File: config.mk
export PLATFORM = sky130hd
export DESIGN_NAME = hmac_unit
export DESIGN_NICKNAME = d
export VERILOG_FILES = /design/src/rtl/hmac_pkg.sv /design/src/rtl/hmac_half_pick.sv /design/src/rtl/hmac_mult.sv /design/src/rtl/hmac_sum.sv /design/src/rtl/hmac_unit.sv
export SDC_FILE = /design/constraint.sdc
export NUM_CORES = 2
export LEC_CHECK = 0
export BUFFER_PORTS_ARGS = -buffer_cell sky130_fd_sc_hd__buf_2
export CAP_MARGIN = 25
export CORE_UTILIZATION = 41
export CTS_CLUSTER_SIZE = 20
export DETAILED_ROUTE_END_ITERATION = 8
export PLACE_DENSITY = 0.56
export SYNTH_ARGS = -nofsm -noshare
export SYNTH_HDL_FRONTEND = slang
export SYNTH_SLANG_ARGS = --single-unit
File: constraint.sdc
create_clock -name clk -period 12.9 [get_ports clk]
set_input_delay 1.935 -clock clk [delete_from_list [all_inputs] [get_ports clk]]
set_output_delay 1.935 -clock clk [all_outputs]
set_load 0.005 [all_outputs]
File: src/rtl/hmac_pkg.sv
package hmac_pkg;
    localparam int OP_W = 3;

    typedef enum logic [OP_W-1:0] {
        OP_HMUL  = 3'd0,
        OP_HACC  = 3'd1,
        OP_HLONG = 3'd2,
        OP_WMUL  = 3'd3,
        OP_WACC  = 3'd4
    } hmac_op_e;

    function automatic logic op_is_word(input logic [OP_W-1:0] code);
        return (code == OP_WMUL) || (code == OP_WACC);
    endfunction
endpackage

File: src/rtl/hmac_half_pick.sv
module hmac_half_pick #(
    parameter int DATA_W = 32
) (
    input  logic [DATA_W-1:0] word_i,
    input  logic              upper_i,
    output logic [DATA_W-1:0] ext_o
);
    localparam int HALF_W = DATA_W / 2;

    logic [HALF_W-1:0] half_d;

    always_comb begin
        half_d = upper_i ? word_i[DATA_W-1:HALF_W] : word_i[HALF_W-1:0];
        ext_o  = {{(DATA_W - HALF_W){half_d[HALF_W-1]}}, half_d};
    end
endmodule

File: src/rtl/hmac_mult.sv
module hmac_mult #(
    parameter int DATA_W = 32
) (
    input  logic [DATA_W-1:0] ext_a_i,
    input  logic [DATA_W-1:0] ext_b_i,
    input  logic [DATA_W-1:0] word_a_i,
    output logic [DATA_W-1:0] half_prod_o,
    output logic [DATA_W-1:0] word_top_o
);
    localparam int HALF_W = DATA_W / 2;
    localparam int WIDE_W = DATA_W + HALF_W;

    logic signed [DATA_W-1:0] half_prod_d;
    logic signed [WIDE_W-1:0] wide_prod_d;

    always_comb begin
        half_prod_d = $signed(ext_a_i) * $signed(ext_b_i);
        wide_prod_d = $signed({{HALF_W{word_a_i[DATA_W-1]}}, word_a_i})
                    * $signed({{HALF_W{ext_b_i[DATA_W-1]}}, ext_b_i});
        half_prod_o = half_prod_d;
        word_top_o  = wide_prod_d[WIDE_W-1:HALF_W];
        // a zero halfword multiplier gives a zero 48-bit product
        assert_word_zero_R5: assert (ext_b_i != '0 || wide_prod_d == '0);
    end
endmodule

File: src/rtl/hmac_sum.sv
module hmac_sum #(
    parameter int DATA_W = 32
) (
    input  logic [DATA_W-1:0]   prod_i,
    input  logic [DATA_W-1:0]   acc_lo_i,
    input  logic [DATA_W-1:0]   acc_hi_i,
    output logic [DATA_W-1:0]   sum_o,
    output logic                ovf_o,
    output logic [2*DATA_W-1:0] long_o
);
    localparam int MSB = DATA_W - 1;

    always_comb begin
        sum_o  = acc_lo_i + prod_i;
        ovf_o  = (acc_lo_i[MSB] == prod_i[MSB]) && (sum_o[MSB] != acc_lo_i[MSB]);
        long_o = {acc_hi_i, acc_lo_i} + {{DATA_W{prod_i[MSB]}}, prod_i};
    end
endmodule

File: src/rtl/hmac_unit.sv
module hmac_unit
    import hmac_pkg::*;
#(
    parameter int DATA_W = 32
) (
    input  logic              clk,
    input  logic              rst_n,
    input  logic              dsp_en,
    input  logic              in_valid,
    input  logic [OP_W-1:0]   op,
    input  logic              sel_a,
    input  logic              sel_b,
    input  logic [DATA_W-1:0] src_a,
    input  logic [DATA_W-1:0] src_b,
    input  logic [DATA_W-1:0] acc_lo,
    input  logic [DATA_W-1:0] acc_hi,
    output logic              out_valid,
    output logic              out_undef,
    output logic              out_q_set,
    output logic [DATA_W-1:0] out_lo,
    output logic [DATA_W-1:0] out_hi
);
    localparam int LONG_W = 2 * DATA_W;

    typedef struct packed {
        logic              valid;
        logic              undef;
        logic              qset;
        logic [DATA_W-1:0] lo;
        logic [DATA_W-1:0] hi;
    } res_t;

    res_t res_d, res_q;

    logic [DATA_W-1:0] ext_a, ext_b, half_prod, word_top, prod_sel;
    logic [DATA_W-1:0] sum32;
    logic              ovf32;
    logic [LONG_W-1:0] sum64;
    logic              legal;

    hmac_half_pick #(.DATA_W(DATA_W)) u_pick_a (
        .word_i(src_a), .upper_i(sel_a), .ext_o(ext_a));
    hmac_half_pick #(.DATA_W(DATA_W)) u_pick_b (
        .word_i(src_b), .upper_i(sel_b), .ext_o(ext_b));

    hmac_mult #(.DATA_W(DATA_W)) u_mult (
        .ext_a_i(ext_a), .ext_b_i(ext_b), .word_a_i(src_a),
        .half_prod_o(half_prod), .word_top_o(word_top));

    // one adder serves both accumulate widths: the product is chosen first
    assign prod_sel = op_is_word(op) ? word_top : half_prod;

    hmac_sum #(.DATA_W(DATA_W)) u_sum (
        .prod_i(prod_sel), .acc_lo_i(acc_lo), .acc_hi_i(acc_hi),
        .sum_o(sum32), .ovf_o(ovf32), .long_o(sum64));

    assign legal = dsp_en && (op <= OP_WACC);

    always_comb begin
        res_d       = res_q;
        res_d.valid = in_valid;
        res_d.undef = 1'b0;
        res_d.qset  = 1'b0;
        if (in_valid) begin
            res_d.hi = '0;
            res_d.lo = '0;
            if (!legal) begin
                res_d.undef = 1'b1;
            end else begin
                case (op)
                    OP_HMUL:  res_d.lo = half_prod;
                    OP_HACC:  begin res_d.lo = sum32; res_d.qset = ovf32; end
                    OP_HLONG: begin
                        res_d.lo = sum64[DATA_W-1:0];
                        res_d.hi = sum64[LONG_W-1:DATA_W];
                    end
                    OP_WMUL:  res_d.lo = word_top;
                    OP_WACC:  begin res_d.lo = sum32; res_d.qset = ovf32; end
                    default:  res_d.undef = 1'b1;
                endcase
            end
        end
    end

    always_ff @(posedge clk) begin
        if (!rst_n) res_q <= '0;
        else        res_q <= res_d;
    end

    assign out_valid = res_q.valid;
    assign out_undef = res_q.undef;
    assign out_q_set = res_q.qset;
    assign out_lo    = res_q.lo;
    assign out_hi    = res_q.hi;

    assert_valid_follows_R8: assert property (@(posedge clk) disable iff (!rst_n)
        in_valid |=> out_valid);
    assert_idle_quiet_R8: assert property (@(posedge clk) disable iff (!rst_n)
        !in_valid |=> (!out_valid && !out_undef && !out_q_set));
    assert_undef_clean_R7: assert property (@(posedge clk) disable iff (!rst_n)
        (in_valid && !dsp_en) |=> (out_undef && !out_q_set && out_lo == '0 && out_hi == '0));
    assert_no_q_hmul_R2: assert property (@(posedge clk) disable iff (!rst_n)
        (in_valid && op == OP_HMUL) |=> !out_q_set);
    assert_no_q_long_R4: assert property (@(posedge clk) disable iff (!rst_n)
        (in_valid && op == OP_HLONG) |=> !out_q_set);
    assert_no_q_wmul_R5: assert property (@(posedge clk) disable iff (!rst_n)
        (in_valid && op == OP_WMUL) |=> !out_q_set);
    assert_hi_zero_R3: assert property (@(posedge clk) disable iff (!rst_n)
        (in_valid && op != OP_HLONG) |=> (out_hi == '0));
endmodule

==> metrics <==
hpwl dp=89.1 mm; largest net degree at the start of global routing=44; Critical Setup Path Class=in -> reg; nature of the critical path endpoint=flop; Synth Warn #=0; Row Count=105; Critical Path Max Stage Delay=920 ps; Clock Sinks=67; endpoints failing hold=0; final WL=109 mm; CTS Buf Count=9; CP most frequent cell=fa_1; most common cell after layout, fill and taps aside=inv_1; CP Data Required Time=13170 ps; max-cap viol count=0; WL per Instance=20.8 microns; initial antenna violation count=3; routability cong.=0.940; DRT iter0 DRCs=1819; I/O pin total=204; post-CTS setup buffer count=0; Starting Density=41.5%; vias=27600; post_cts resized=0; Filler cells=8254; share of layout cells above drive strength 1=9.03%; Worst Tran Pin Value=1080 ps; 1st-pass router iterations=5; Layout area overhead=8.26%; grt total ovfl=0; slowest CP cell=mux2_2; family with the most delay on the worst path=adder cells; # hold bufs at CTS=0; Post-synth EDFFs=0; I/O Buffers=203; total track usage=26.6%; worst skew pair latency=340 ps; Bufs on Longest Clock Path=2; sequential area share after synthesis=3.93%; TritonCTS clock tree=done; H-tree depth=3; setup TNS=0 ps; Async SR Flop Fraction=0%; Synth Net Count=5167; fin nets=5302; vias in the first global route=29600; Highest Clock Rate=0.0815 GHz; final slew viol count=0; final worst path period need=12270 ps; Clk Tree Root Cell=clkbuf_16; Tightest Hold Check Type=reg -> reg; core footprint=82200 sq um; global-route wire length before repair=175 mm; critical path buffer and inverter count=6; most frequent cells in the layout=874 x inv_1, 748 x fa_1, 587 x nand2_1; Max Clock Skew=0 ps; Syn Inst Count=4023; drc violations=0; Crit Path Max Fanout=32; Relative slew margins=27.3%; RSZ-0062 raised after global routing=no; Yosys reg bits=67; Post-DRT Antenna Nets=0; Die H=291 microns; Final period util=95.1%; Die ar.=84400 sq um; final number of setup-violating endpoints=0; dominant synthesized flop cell=dfxtp_1; status=complete, no violations; Synth cell types=83; Arr. time, crit path=12540 ps; Reg clk slew, reported paths=60 ps; die span in x=291 microns; Mean Syn Cell Area=8.49 sq um; Critical Path Source Type=input port; vias per std cell=5.27; Cell Area, Synth=34100 sq um
registers in the layout, indices dropped and copies added, names as in the netlist:
signal	flops
out_hi	32
out_lo	32
out_q_set	1
out_undef	1
out_valid	1
synthesized netlist by cell type (7+ instances only):
master,number,area (sq um)
o31ai_1,12,90.1
a211oi_1,18,135
a21oi_1,144,721
o21a_1,23,173
dfxtp_1,67,1340
o21bai_1,20,150
fa_1,748,15000
mux2_2,31,349
and3_1,16,100
clkbuf_1,173,649
a221o_1,7,70.1
xnor2_1,97,850
nand3_1,30,150
ha_1,259,3240
nor2b_1,51,319
xor2_1,39,342
nand2_1,587,2200
o21ai_0,103,515
o211ai_1,7,52.6
a22oi_1,11,82.6
a21o_1,65,488
inv_1,874,3280
nand4_1,19,119
nor3_1,26,130
a221oi_1,16,140
o21ai_1,12,60.1
and2_1,184,1150
a31oi_1,16,100
mux2i_1,33,330
nand2b_1,23,144
nor2_1,218,818
worst reg2reg max path, cell delays in order (launching register included):
cell and delay, ps:
dfxtp_1 340, nor2b_1 150, a221o_1 270, a221oi_1 240, a311oi_1 140
per-stage QoR:
step	instance area [sq um]	cells	hold WS [ps]	util (%)	worst slack, ps
4_1_cts	36900	5232	457	44.9	781
5_1_grt	37000	5234	474	44.9	165
2_1_floorplan	34100	4023	442	-	1400
6_report	37000	5236	452	44.9	633
3_5_place_dp	36600	5216	442	44.5	470
3_3_place_gp	36600	5216	435	44.5	436
cell type report:
type | count | area (sq um) | area share, %
antenna | 3 | 7.51 | 0.0203
timing repair buffer | 304 | 1820 | 4.92
sequential | 67 | 1340 | 3.63
clock buffer | 10 | 239 | 0.646
clock inverter | 6 | 71.3 | 0.193
tap | 1070 | 1340 | 3.62
multi-input combinational | 2900 | 28900 | 78.1
inverter | 876 | 3290 | 8.89
kinds of logic after synthesis:
logic type	share of synthesized area (%)
DFF	3.93
AOI/OAI and AO/OA	10.0
and+or+nand+nor	15.5
adders and majority gates	53.3
muxes	2.11
buffers and inverters	11.6
xor gates and xnor gates	3.49
routing by layer:
metal  wire length [microns]  share of wire, %  GRT usage [%]  vias up
met5                      14             0.013              0        -
met4                    3490               3.2           8.00        2
met3                    6690               6.2           2.73      147
met2                   50900                47           44.1      900
met1                   47700                44           36.8    14000
li1                        -                 -              -    12600
worst paths after layout:
check	from	to	slack (ps)	cells after the start
max	sel_b	out_hi[31]$_SDFFE_PN0P_	630	38
min	out_hi[28]$_SDFFE_PN0P_	out_hi[28]$_SDFFE_PN0P_	450	2
max reg2reg	out_lo[30]$_SDFFE_PN0P_	out_lo[30]$_SDFFE_PN0P_	11610	4
min reg2reg	out_hi[28]$_SDFFE_PN0P_	out_hi[28]$_SDFFE_PN0P_	450	2
Power is not shown: default switching activity piles up to over one toggle a cycle in this logic, so the estimate is an artifact.
